==> src/rtl/gpc_pkg.sv <==
package gpc_pkg;

    // Cause of the end of a drive pulse.
    typedef enum logic [2:0] {
        END_NONE  = 3'd0,
        END_PWM   = 3'd1,
        END_ILIM  = 3'd2,
        END_SHORT = 3'd3,
        END_MAXD  = 3'd4
    } end_cause_e;

    // True when the end cause counts as an overload for the timer.
    function automatic logic is_overload(input end_cause_e c);
        return (c == END_ILIM) || (c == END_SHORT);
    endfunction

endpackage

==> src/rtl/gpc_pulse_gen.sv <==
module gpc_pulse_gen
    import gpc_pkg::*;
#(
    parameter int MAX_ON = 800,
    localparam int ON_W  = $clog2(MAX_ON + 1)
) (
    input  logic       clk_i,
    input  logic       rst_ni,
    input  logic       start_i,
    input  logic       pwm_trip_i,
    input  logic       ilim_trip_i,
    input  logic       short_trip_i,
    input  logic       fault_i,
    output logic       gate_o,
    output logic       end_valid_o,
    output end_cause_e end_cause_o
);

    typedef struct packed {
        logic            drive;
        logic            start_prev;
        logic [ON_W-1:0] on_cnt;
    } pg_state_t;

    pg_state_t  st_d, st_q;
    end_cause_e cause;
    logic       start_rise;
    logic       max_hit;

    always_comb begin
        st_d       = st_q;
        start_rise = start_i && !st_q.start_prev;
        max_hit    = st_q.drive && (st_q.on_cnt == ON_W'(MAX_ON - 1));

        // Current flags outrank the PWM flag, which outranks the duty limit.
        if (!st_q.drive)       cause = END_NONE;
        else if (short_trip_i) cause = END_SHORT;
        else if (ilim_trip_i)  cause = END_ILIM;
        else if (pwm_trip_i)   cause = END_PWM;
        else if (max_hit)      cause = END_MAXD;
        else                   cause = END_NONE;

        st_d.start_prev = start_i;

        if (fault_i) begin
            st_d.drive  = 1'b0;
            st_d.on_cnt = '0;
        end else if (st_q.drive) begin
            if (cause != END_NONE) begin
                st_d.drive  = 1'b0;
                st_d.on_cnt = '0;
            end else begin
                st_d.on_cnt = st_q.on_cnt + 1'b1;
            end
        end else if (start_rise) begin
            st_d.drive  = 1'b1;
            st_d.on_cnt = '0;
        end
    end

    always_ff @(posedge clk_i or negedge rst_ni) begin
        if (!rst_ni) st_q <= '0;
        else         st_q <= st_d;
    end

    // Current trips cut the output inside the same cycle.
    assign gate_o      = st_q.drive && !ilim_trip_i && !short_trip_i && !fault_i;
    assign end_valid_o = (cause != END_NONE);
    assign end_cause_o = cause;

endmodule

==> src/rtl/gpc_ovl_timer.sv <==
module gpc_ovl_timer
    import gpc_pkg::*;
#(
    parameter int                 TMR_W     = 22,
    parameter logic [TMR_W-1:0]   LIMIT     = '1,
    parameter int                 DOWN_STEP = 1
) (
    input  logic             clk_i,
    input  logic             rst_ni,
    input  logic             end_valid_i,
    input  end_cause_e       end_cause_i,
    input  logic             clr_i,
    output logic [TMR_W-1:0] timer_o,
    output logic             at_limit_o
);

    localparam logic [TMR_W-1:0] STEP = TMR_W'(DOWN_STEP);

    typedef struct packed {
        logic             dir_up;
        logic [TMR_W-1:0] count;
    } ot_state_t;

    ot_state_t st_d, st_q;

    always_comb begin
        st_d = st_q;

        if (st_q.dir_up) begin
            if (st_q.count < LIMIT) st_d.count = st_q.count + 1'b1;
        end else begin
            if (st_q.count > STEP) st_d.count = st_q.count - STEP;
            else                   st_d.count = '0;
        end

        if (end_valid_i) st_d.dir_up = is_overload(end_cause_i);

        if (clr_i) begin
            st_d.dir_up = 1'b0;
            st_d.count  = '0;
        end
    end

    always_ff @(posedge clk_i or negedge rst_ni) begin
        if (!rst_ni) st_q <= '0;
        else         st_q <= st_d;
    end

    assign timer_o    = st_q.count;
    assign at_limit_o = (st_q.count >= LIMIT);

endmodule

==> src/rtl/gpc_fault_latch.sv <==
module gpc_fault_latch (
    input  logic clk_i,
    input  logic rst_ni,
    input  logic set_i,
    input  logic clr_i,
    output logic fault_o
);

    typedef struct packed {
        logic fault;
    } fl_state_t;

    fl_state_t st_d, st_q;

    always_comb begin
        st_d = st_q;
        if (clr_i)      st_d.fault = 1'b0;
        else if (set_i) st_d.fault = 1'b1;
    end

    always_ff @(posedge clk_i or negedge rst_ni) begin
        if (!rst_ni) st_q <= '0;
        else         st_q <= st_d;
    end

    assign fault_o = st_q.fault;

endmodule

==> src/rtl/gate_pulse_ctrl.sv <==
module gate_pulse_ctrl
    import gpc_pkg::*;
#(
    parameter int  CLK_KHZ      = 100000,
    parameter int  TIMEOUT_US   = 30000,
    parameter int  PERIOD_TICKS = 1000,
    parameter int  MAX_DUTY_PCT = 80,
    parameter int  DOWN_STEP    = 1,
    localparam longint LIM_L    = longint'(CLK_KHZ) * longint'(TIMEOUT_US) / 1000,
    localparam int TMR_W        = $clog2(LIM_L + 1),
    localparam int MAX_ON       = PERIOD_TICKS * MAX_DUTY_PCT / 100
) (
    input  logic             clk_i,
    input  logic             rst_ni,
    input  logic             period_start_i,
    input  logic             pwm_trip_i,
    input  logic             ilim_trip_i,
    input  logic             short_trip_i,
    input  logic             fault_clr_i,
    output logic             gate_o,
    output logic             fault_o,
    output logic [TMR_W-1:0] ovl_timer_o
);

    localparam logic [TMR_W-1:0] LIMIT_V = TMR_W'(LIM_L);

    logic       end_valid;
    end_cause_e end_cause;
    logic       at_limit;

    gpc_pulse_gen #(
        .MAX_ON(MAX_ON)
    ) u_pulse (
        .clk_i       (clk_i),
        .rst_ni      (rst_ni),
        .start_i     (period_start_i),
        .pwm_trip_i  (pwm_trip_i),
        .ilim_trip_i (ilim_trip_i),
        .short_trip_i(short_trip_i),
        .fault_i     (fault_o),
        .gate_o      (gate_o),
        .end_valid_o (end_valid),
        .end_cause_o (end_cause)
    );

    gpc_ovl_timer #(
        .TMR_W    (TMR_W),
        .LIMIT    (LIMIT_V),
        .DOWN_STEP(DOWN_STEP)
    ) u_timer (
        .clk_i      (clk_i),
        .rst_ni     (rst_ni),
        .end_valid_i(end_valid),
        .end_cause_i(end_cause),
        .clr_i      (fault_clr_i),
        .timer_o    (ovl_timer_o),
        .at_limit_o (at_limit)
    );

    gpc_fault_latch u_fault (
        .clk_i  (clk_i),
        .rst_ni (rst_ni),
        .set_i  (at_limit),
        .clr_i  (fault_clr_i),
        .fault_o(fault_o)
    );

endmodule

==> config.mk <==
export PLATFORM = sky130hd
export DESIGN_NAME = gate_pulse_ctrl
export DESIGN_NICKNAME = d
export VERILOG_FILES = /design/src/rtl/gpc_pkg.sv /design/src/rtl/gpc_pulse_gen.sv /design/src/rtl/gpc_ovl_timer.sv /design/src/rtl/gpc_fault_latch.sv /design/src/rtl/gate_pulse_ctrl.sv
export SDC_FILE = /design/constraint.sdc
export NUM_CORES = 1
export LEC_CHECK = 0
export BUFFER_PORTS_ARGS = -buffer_cell sky130_fd_sc_hd__buf_2
export CAP_MARGIN = 20
export CORE_ASPECT_RATIO = 1.5
export CORE_MARGIN = 5
export CORE_UTILIZATION = 30
export DETAILED_ROUTE_END_ITERATION = 8
export PLACE_DENSITY = 0.48
export SLEW_MARGIN = 20
export SYNTH_ARGS = -nofsm -noshare
export SYNTH_HDL_FRONTEND = slang
export SYNTH_SLANG_ARGS = --single-unit
==> constraint.sdc <==
create_clock -name clk_i -period 3.11 [get_ports clk_i]
set_input_delay 0.311 -clock clk_i [delete_from_list [all_inputs] [get_ports clk_i]]
set_output_delay 0.311 -clock clk_i [all_outputs]
set_load 0.03 [all_outputs]
==> results.tsv, run 1 <==
metric	value	unit
met3 Use GR	2.846	%
Critical Path Max Stage Delay	620	ps
CTS tree	yes	
async set-reset flop share out of synthesis	100.0	%
setup tns final	0	ps
status	finished, final reports clean	
I/O pin total	31	
final worst path period share	84.26	%
CP cell instances	or4_4 -> nor4_4 -> a21oi_1 -> nand2b_1 -> o31ai_1	
worst rel slew slack	35.74	%
Yosys Warn Count	0	
Most used DFF post-synth	dfrtp_1	
Max clock buf depth	2	
fin. max-slew vios	0	
drt pass-1 iters	4	
Core Region	8723	µm²
type of element capturing the critical path	flip-flop	
M1 GR Usage	15.38	%
DPL Wire Length	5224	µm
starting density of the core	30.18	%
CP delay by family, top	simple AND/OR/NAND/NOR gates	
final setup fails	0	
Net Count, Synth	316	
Pleak	1.239	nW
fmax	0.3816	GHz
row cnt	42	
GPL Wtd Cong	0.7748	
Routed WL	7175	µm
Mapped Cells	304	
Post-synth EDFFs	0	
post-route ant nets	0	
cts repair resizes	0	
Synth cell types	62	
vias in the first global route	2304	
number of setup buffers added after CTS	0	
maxcap violations	0	
min Tclk post-route	2620	ps
CP bufs+invs	0	
share of layout cells above drive strength 1	19.09	%
top-area cell type share of the netlist area	34.22	%
Antenna diodes	0	
initial drt markers	169	
vias per cell	5.554	
pre-CTS WS	464.8	ps
Final WS setup	489.5	ps
Wirelength per Cell	17.12	µm
register area share after synthesis	34.22	%
Worst-Margin Slew	960.6	ps
initial antenna violation count	0	
total number of vias	2327	
H-Tree Depth	2	
Layout Skew	6.602	ps
Final Hold Violating Endpoints	0	
Worst Path Max Fanout	11	
first-pass GRT wire length	11810	µm
CTS Sinks	36	
Buffers on Ports	30	
met2 usage	24.39	%
post-synth top area cell	dfrtp_1	
nets	320	
cts bufs inserted	5	
GRT Residual Overflow	0	
largest net degree at the start of global routing	37	
pwr/cell area	962.2	nW/µm²
CTS Hold Bufs	0	
die width	86.49	µm
GRT busiest layer	met2	
total power	0.002745	W
RSZ-0062 raised after global routing	false	
GRT Total Usage	13.75	%
top area cells in the synthesized netlist	dfrtp_1, buf_4, o21ai_0, nand2_1, a21oi_1	
number of synthesized register bits	36	
Critical Path AT	2780	ps
die span in y	124.7	µm
VDD IR-drop max	0.3374	mV
Worst EP required	3270	ps
Die ar.	10790	µm²
DRC	0	
clock latency on the worst-skew pair	280	ps
Post-Syn Area	2633	µm²
critical path startpoint category	flip-flop	
kind of critical path	flip-flop to flip-flop	
Slowest-stage cell, CP	or4_4	
Area Overhead vs Synth	8.365	%
CTS Root Cell	clkbuf_16	
Avg Inst Size Synth	8.660	µm²
Hold/Removal Path Class	primary input to asynchronous set/reset pin	
Clock Pin Slew Worst Setup and Hold Paths	60	ps
[layout by cell type (no fill, tap or decap), types with 2 or more instances in the layout]
cell type and n:
or4_1 6, a21oi_1 15, nor4b_1 2, and3_1 8, nor3_1 7, clkbuf_16 5, nor2_1 17, dfrtp_1 36
nand2b_1 3, a211oi_1 4, a21o_1 2, o31ai_1 6, buf_4 5, or4_4 2, o21ai_0 24, a31oi_1 8
nand4_1 9, nor4_2 3, nand3_1 9, and3_2 2, buf_2 30, o211ai_1 7, ha_1 5, nor4_1 5
and2_1 3, inv_1 12, a22oi_1 4, nor2b_1 2, nand2_1 23, or3_1 10, a32oi_1 2
[cells in the mapped netlist, drive strengths merged, types with 9 or more instances]
master and number:
nand4 9, nor2 17, dfrtp 36, and3 10, nand2 23, nor4 9, o21ai 25, clkbuf 10
inv 12, nand3 9, a21oi 15, buf 28, or3 11
[final timing paths]
| kind | slack (ps) | cells after the start | endpoint | start |
|---|---|---|---|---|
| worst max-delay path | 490 | 5 | u_timer.timer_o[18]$_DFFE_PN0P_ | u_timer.timer_o[3]$_DFFE_PN0P_ |
| worst min-delay path | 140 | 1 | u_timer.timer_o[15]$_DFFE_PN0P_ | rst_ni |
| worst max register to register | 490 | 5 | u_timer.timer_o[18]$_DFFE_PN0P_ | u_timer.timer_o[3]$_DFFE_PN0P_ |
| worst min register to register | 480 | 2 | u_pulse.st_q[9]$_DFFE_PN0P_ | u_pulse.st_q[9]$_DFFE_PN0P_ |
| max in group asynchronous | 2420 | 1 | u_timer.timer_o[4]$_DFFE_PN0P_ | rst_ni |
| min in group clk_i | 150 | 1 | u_pulse.st_q[10]$_DFF_PN0_ | period_start_i |
[stage by stage]
stage | area (µm²) | util (%) | instances | hold WS [ps]
finish | 2853 | 32.70 | 419 | 140.4
global route | 2853 | 32.70 | 419 | 155.0
CTS | 2853 | 32.70 | 419 | 143.7
detailed placement | 2689 | 30.82 | 411 | 439.6
global placement | 2689 | 30.82 | 411 | 438.0
floorplan | 2633 | - | 304 | 15.41
[sequential cells by signal (all words and copies together), names as in the netlist]
signal,flops
u_fault.fault_o,1
u_pulse.st_q,12
u_timer.st_q,1
u_timer.timer_o,22
[worst register-to-register path, stage by stage (launching register included)]
cell and delay, ps:
dfrtp_1 470, or4_4 620, nor4_4 610, a21oi_1 410, nand2b_1 290, o31ai_1 100
[logic make-up (layout without fill, tap and decap cells)]
kind of cell,count (synthesis),after routing,share of synthesized area [%]
and+or+nand+nor,122,122,27.76
AOI/OAI and AO/OA,89,89,22.48
buffers and inverters,50,55,12.36
DFF,36,36,34.22
adders and majority gates,5,5,2.376
muxes,2,2,0.8080
[cell type report]
class	count	area (µm²)
repair buffers	35	187.7
inverters	12	45.04
flip-flops and latches	36	900.9
fillers	960	5871
multi-input cells	218	1418
clock buffers	6	128.9
clock inverters	2	35.03
well taps	110	137.6
[routing by layer]
layer / up-vias / share of wire (%)
met4: 0 / 2.5
met3: 13 / 3.5
li1: 1130 / -
met5: - / 0
met2: 48 / 54
met1: 1136 / 40
[power by group]
group / internal [W] / switching [W] / total [W] / leakage [nW]
clock network: 0.000377 / 0.000201 / 0.000578 / 0.0808
logic: 0.000517 / 0.000879 / 0.00140 / 0.669
registers: 0.000572 / 0.000199 / 0.000771 / 0.489
total: 0.00147 / 0.00128 / 0.00274 / 1.24
(Power assumes the default switching activity.)
==> run 2: changes to the inputs <==
==> constraint.sdc (replaced) <==
create_clock -name clk_i -period 2.49 [get_ports clk_i]
set_input_delay 0.249 -clock clk_i [delete_from_list [all_inputs] [get_ports clk_i]]
set_output_delay 0.249 -clock clk_i [all_outputs]
set_load 0.03 [all_outputs]
==> results.tsv, run 2 (synthesized netlist as in run 1, its figures left out) <==
metric	value	unit	change
status	finished, final reports clean		unchanged
fin. max-slew vios	0		unchanged
vias per cell	5.533		was 5.554
Routed WL	7469	µm	was 7175 µm
Placed Area	2865	µm²	was 2689 µm²
GRT Total Usage	14.63	%	was 13.75%
I/O pin total	31		unchanged
initial drt markers	243		was 169
flip-flop count of the largest register after layout	22		unchanged
Slowest-stage cell, CP	dfrtp_1		was or4_4
FF-to-FF Start	u_timer.timer_o[13]$_DFFE_PN0P_		was u_timer.timer_o[3]$_DFFE_PN0P_
Pleak	1.337	nW	was 1.239 nW
Max clock buf depth	2		unchanged
post-route ant nets	0		unchanged
worst rel slew slack	42.94	%	was 35.74%
Fillers	954		was 960
setup tns final	0	ps	unchanged
Critical Path Max Stage Delay	460	ps	was 620 ps
Die ar.	10790	µm²	unchanged
cts bufs inserted	5		unchanged
vias in the first global route	2391		was 2,304
Core Region	8723	µm²	unchanged
kind of critical path	flip-flop to flip-flop		unchanged
initial antenna violation count	0		unchanged
min Tclk post-route	2307	ps	was 2620 ps
share of layout cells above drive strength 1	24.32	%	was 19.09%
H-Tree Depth	2		unchanged
fmax	0.4334	GHz	was 0.3816 GHz
largest net degree at the start of global routing	37		unchanged
starting density of the core	30.18	%	unchanged
capturing point of the worst reg2reg path	u_timer.timer_o[18]$_DFFE_PN0P_		unchanged
GPL Wtd Cong	0.8036		was 0.7748
drt pass-1 iters	4		unchanged
CP cell instances	or3_4 -> a31oi_1 -> o31ai_1 -> buf_4 -> nand2b_1 -> o31ai_1		was or4_4 -> nor4_4 -> a21oi_1 -> nand2b_1 -> o31ai_1
Worst-Margin Slew	855.9	ps	was 960.6 ps
CTS Sinks	36		unchanged
Final Hold Violating Endpoints	0		unchanged
Hold/Removal Path Class	primary input to asynchronous set/reset pin		unchanged
Worst EP required	2680	ps	was 3270 ps
hold_ws	74.78	ps	was 140.4 ps
total number of vias	2429		was 2,327
CP bufs+invs	1		was 0
CP delay by family, top	compound AO/OA/AOI/OAI gates		was simple AND/OR/NAND/NOR gates
Antenna diodes	0		unchanged
most frequent cells in the layout	dfrtp_1, buf_2, buf_4, o21ai_0, nand2_1		was dfrtp_1, buf_2, o21ai_0, nand2_1, nor2_1
number of setup buffers added after CTS	0		unchanged
M1 WL	2860	µm	was 2893 µm
post-route cell area	2999	µm²	was 2853 µm²
cts repair resizes	0		unchanged
first-pass GRT wire length	12460	µm	was 11,810 µm
most used cell, CP	o31ai_1		
die width	86.49	µm	unchanged
VDD IR-drop max	0.5020	mV	was 0.3374 mV
CTS tree	yes		unchanged
final worst path period share	92.65	%	was 84.26%
Buffers on Ports	30		unchanged
WL met3	264	µm	was 254 µm
CTS Hold Bufs	0		unchanged
maxcap violations	0		unchanged
Wirelength per Cell	17.01	µm	was 17.12 µm
reg2reg path depth	6		was 5
clock latency on the worst-skew pair	290	ps	was 280 ps
final setup fails	0		unchanged
nets	341		was 320
Finished Layout Cells	439		was 419
Area Overhead vs Synth	13.93	%	was 8.365%
most common cell after layout, fill and taps aside	dfrtp_1		unchanged
highest metal used	met4		unchanged
Layout Skew	8.129	ps	was 6.602 ps
critical path startpoint category	flip-flop		unchanged
type of element capturing the critical path	flip-flop		unchanged
CTS Root Cell	clkbuf_16		unchanged
Critical Path AT	2500	ps	was 2780 ps
Worst Path Max Fanout	12		was 11
DPL Wire Length	5656	µm	was 5224 µm
GRT Residual Overflow	0		unchanged
die span in y	124.7	µm	unchanged
RSZ-0062 raised after global routing	false		unchanged
R2R Setup Slk	180	ps	was 490 ps
Clock Pin Slew Worst Setup and Hold Paths	60	ps	about the same
met2 WL post-DR	4166	µm	was 3849 µm
pwr/cell area	1180	nW/µm²	was 962.2 nW/µm²
DRC	0		unchanged
placed insts	432		was 411
row cnt	42		unchanged
[run 2: routing by layer]
| metal | GRT usage [%] | vias up |
|---|---|---|
| met5 | 0 | - |
| met4 | 5.321 | 0 |
| met3 | 2.846 | 14 |
| met2 | 26.69 | 57 |
| met1 | 16.32 | 1184 |
| li1 | - | 1174 |
[run 2: how the worst max path moves through the flow]
stage | startpoint | end | cells after the start
final | u_timer.timer_o[13]$_DFFE_PN0P_ | u_timer.timer_o[18]$_DFFE_PN0P_ | 6
after global routing | u_timer.timer_o[13]$_DFFE_PN0P_ | u_timer.timer_o[15]$_DFFE_PN0P_ | 6
after CTS | u_timer.timer_o[13]$_DFFE_PN0P_ | u_timer.timer_o[18]$_DFFE_PN0P_ | 6
after detailed placement | u_timer.timer_o[13]$_DFFE_PN0P_ | u_timer.timer_o[16]$_DFFE_PN0P_ | 6
after global placement | u_timer.timer_o[13]$_DFFE_PN0P_ | u_timer.timer_o[15]$_DFFE_PN0P_ | 6
after floorplan | u_fault.fault_o$_DFFE_PN0P_ | u_pulse.st_q[7]$_DFFE_PN0P_ | 4
[run 2: metrics by stage]
step	total power [W]	util, %	worst slack, ps
3_3_place_gp	0.002935	32.85	126.3
3_5_place_dp	0.002941	32.85	158.5
4_1_cts	0.003574	34.38	133.1
6_report	0.003538	34.38	182.9
5_1_grt	0.003812	34.38	8.136
2_1_floorplan	0.002516	-	249.3
[run 2: where the power goes]
| group | total, W | leakage [nW] | internal, W | switching, W |
|---|---|---|---|---|
| clock network | 0.000616 | 0.0667 | 0.000364 | 0.000252 |
| logic | 0.00209 | 0.782 | 0.000813 | 0.00127 |
| registers | 0.000836 | 0.489 | 0.000715 | 0.000121 |
[run 2: layout make-up]
| class | instances | area, µm² | share of cell area [%] |
|---|---|---|---|
| inverters | 12 | 45.04 | 1.502 |
| multi-input cells | 218 | 1424 | 47.48 |
| flip-flops and latches | 36 | 900.9 | 30.04 |
| clock inverters | 1 | 5.005 | 0.1669 |
| well taps | 110 | 137.6 | 4.589 |
| clock buffers | 6 | 128.9 | 4.297 |
| repair buffers | 56 | 357.8 | 11.93 |
==> run 3: changes to the inputs <==
--- a/config.mk
+++ b/config.mk
@@ -8,7 +8,7 @@
 export BUFFER_PORTS_ARGS = -buffer_cell sky130_fd_sc_hd__buf_2
 export CAP_MARGIN = 20
 export CORE_ASPECT_RATIO = 1.5
-export CORE_MARGIN = 5
+export CORE_MARGIN = 2
 export CORE_UTILIZATION = 30
 export DETAILED_ROUTE_END_ITERATION = 8
 export PLACE_DENSITY = 0.48
==> results.tsv, run 3 (synthesized netlist as in run 1, its figures left out) <==
metric	value	unit	change
vias in the first global route	2386		was 2,391
initial drt markers	207		was 243
fin. max-slew vios	0		unchanged
total number of vias	2410		was 2,429
largest net degree at the start of global routing	37		unchanged
kind of critical path	flip-flop to flip-flop		unchanged
clock network power share	17.9	%	was 17.4%
CTS tree	yes		unchanged
Buffers on Ports	30		unchanged
Layout Skew	11.06	ps	was 8.129 ps
Area Overhead vs Synth	16.40	%	was 13.93%
CTS Root Cell	clkbuf_16		unchanged
DRC	0		unchanged
I/O pin total	31		unchanged
nets	347		was 341
min Tclk post-route	2384	ps	was 2307 ps
Antenna diodes	0		unchanged
fmax	0.4195	GHz	was 0.4334 GHz
final setup fails	0		unchanged
Critical Path AT	2540	ps	was 2500 ps
Reg power frac	22.6	%	was 23.6%
Critical Path Max Stage Delay	490	ps	was 460 ps
CTS Hold Bufs	0		unchanged
Switching Fraction	45.95	%	was 46.52%
cts bufs inserted	5		unchanged
share of layout cells above drive strength 1	27.08	%	was 24.32%
final design utilization	36.20	%	was 34.38%
VDD IR-drop max	0.4255	mV	was 0.5020 mV
initial antenna violation count	0		unchanged
critical path startpoint category	flip-flop		unchanged
most common cell after layout, fill and taps aside	dfrtp_1		unchanged
die span in y	118.7	µm	was 124.7 µm
CTS Sinks	36		unchanged
row cnt	41		was 42
GPL Wtd Cong	0.8780		was 0.8036
hold_ws	63.55	ps	was 74.78 ps
most frequent cells in the layout	dfrtp_1, buf_4, buf_2, o21ai_0, nand2_1		was dfrtp_1, buf_2, buf_4, o21ai_0, nand2_1
status	finished, final reports clean		unchanged
Max clock buf depth	2		unchanged
die width	80.49	µm	was 86.49 µm
Worst EP required	2640	ps	was 2680 ps
H-Tree Depth	2		unchanged
Slowest-stage cell, CP	or3b_2		was dfrtp_1
maxcap violations	0		unchanged
Clock Pin Slew Worst Setup and Hold Paths	60	ps	about the same
Pint	0.001960	W	was 0.001892 W
final worst path period share	95.75	%	was 92.65%
Comb pwr share	59.5	%	was 59.0%
Pleak	1.368	nW	was 1.337 nW
worst rel slew slack	31.80	%	was 42.94%
Final Hold Violating Endpoints	0		unchanged
starting density of the core	31.10	%	was 30.18%
vias per cell	5.440		was 5.533
type of element capturing the critical path	flip-flop		unchanged
Psw	0.001666	W	was 0.001646 W
pwr/cell area	1183	nW/µm²	was 1180 nW/µm²
Die ar.	9556	µm²	was 10,790 µm²
GRT Residual Overflow	0		unchanged
CP cell instances	inv_2 -> ha_2 -> or3b_2 -> nor4_4 -> nand3b_1 -> a21oi_1 -> mux2_2		was or3_4 -> a31oi_1 -> o31ai_1 -> buf_4 -> nand2b_1 -> o31ai_1
clock latency on the worst-skew pair	280	ps	was 290 ps
drt pass-1 iters	4		unchanged
Wirelength per Cell	16.49	µm	was 17.01 µm
Routed WL	7307	µm	was 7469 µm
flip-flop count of the largest register after layout	22		unchanged
post-route ant nets	0		unchanged
Worst Path Max Fanout	6		was 12
DPL Wire Length	5516	µm	was 5656 µm
RSZ-0062 raised after global routing	true		was false
Core Region	8464	µm²	was 8723 µm²
first-pass GRT wire length	12280	µm	was 12,460 µm
Hold/Removal Path Class	primary input to asynchronous set/reset pin		unchanged
GRT Total Usage	16.53	%	was 14.63%
Worst-Margin Slew	1014	ps	was 855.9 ps
## run 3: cell count changes in the layout (fill, tap and decap cells not counted), sizes merged
cell / before / now
clkbuf: 6 / 7
clkinvlp: 0 / 1
buf: 56 / 62
clkinv: 1 / 0
## run 3: path summary, 6_finish.rpt
| check | startpoint | endpoint | slack, ps | cells after the start |
|---|---|---|---|---|
| hold reg to reg | u_pulse.st_q[9]$_DFFE_PN0P_ | u_pulse.st_q[9]$_DFFE_PN0P_ | 470 | 2 |
| setup reg to reg | u_timer.timer_o[1]$_DFFE_PN0P_ | u_timer.timer_o[20]$_DFFE_PN0P_ | 110 | 7 |
| max in group asynchronous | rst_ni | u_timer.timer_o[1]$_DFFE_PN0P_ | 1850 | 1 |
| setup / recovery | u_timer.timer_o[1]$_DFFE_PN0P_ | u_timer.timer_o[20]$_DFFE_PN0P_ | 110 | 7 |
| min in group clk_i | period_start_i | u_pulse.st_q[10]$_DFF_PN0_ | 90 | 1 |
| hold / removal | rst_ni | u_timer.timer_o[14]$_DFFE_PN0P_ | 60 | 1 |
## run 3: stage by stage
| step | setup slack, ps | TNS (ps) | cell area [µm²] | std cells | power, W |
|---|---|---|---|---|---|
| 3_5_place_dp | 22.49 | 0 | 2879 | 433 | 0.002934 |
| 5_1_grt | -7.988 | -7.988 | 3064 | 443 | 0.003919 |
| 4_1_cts | 63.03 | 0 | 3042 | 441 | 0.003639 |
| 3_3_place_gp | 36.83 | 0 | 2879 | 433 | 0.002920 |
| 2_1_floorplan | 249.3 | 0 | 2639 | 304 | 0.002516 |
| 6_report | 105.9 | 0 | 3064 | 443 | 0.003625 |
## run 3: cell type report
type                    instances  area, µm²
clock buffers                   7      142.6
clock inverters                 1      7.507
fillers                       871       5400
inverters                      12      45.04
multi-input cells             218       1439
flip-flops and latches         36      902.1
well taps                     107      133.9
repair buffers                 62      394.1
## run 3: critical path, delay by kind of cell (launching register included)
family,cells,cell delay [ps]
simple gates,3,940
mux,1,360
flops,1,460
fa+ha+maj,1,230
buf+inv,1,100
compound gates,1,180
## run 3: power by group through the flow
stage	clock network [W]	registers, W	logic (W)
floorplan	0	0.000875	0.00164
global placement	0	0.000823	0.00210
detailed placement	0	0.000828	0.00211
CTS	0.000670	0.000819	0.00215
global route	0.000701	0.000836	0.00238
finish	0.000650	0.000818	0.00216
## run 3: timing repair
action,4_1_cts,5_1_grt
setup buffers,0,1
gates resized for setup,2,3
endpoints found under the setup margin,2,1
pin swaps,0,1
## run 3: routing by layer
metal  GRT usage [%]  wire length [µm]
met5               0                 0
met3           2.901               286
met1           19.12              2919
met2           30.05              4050
met4           5.191                51
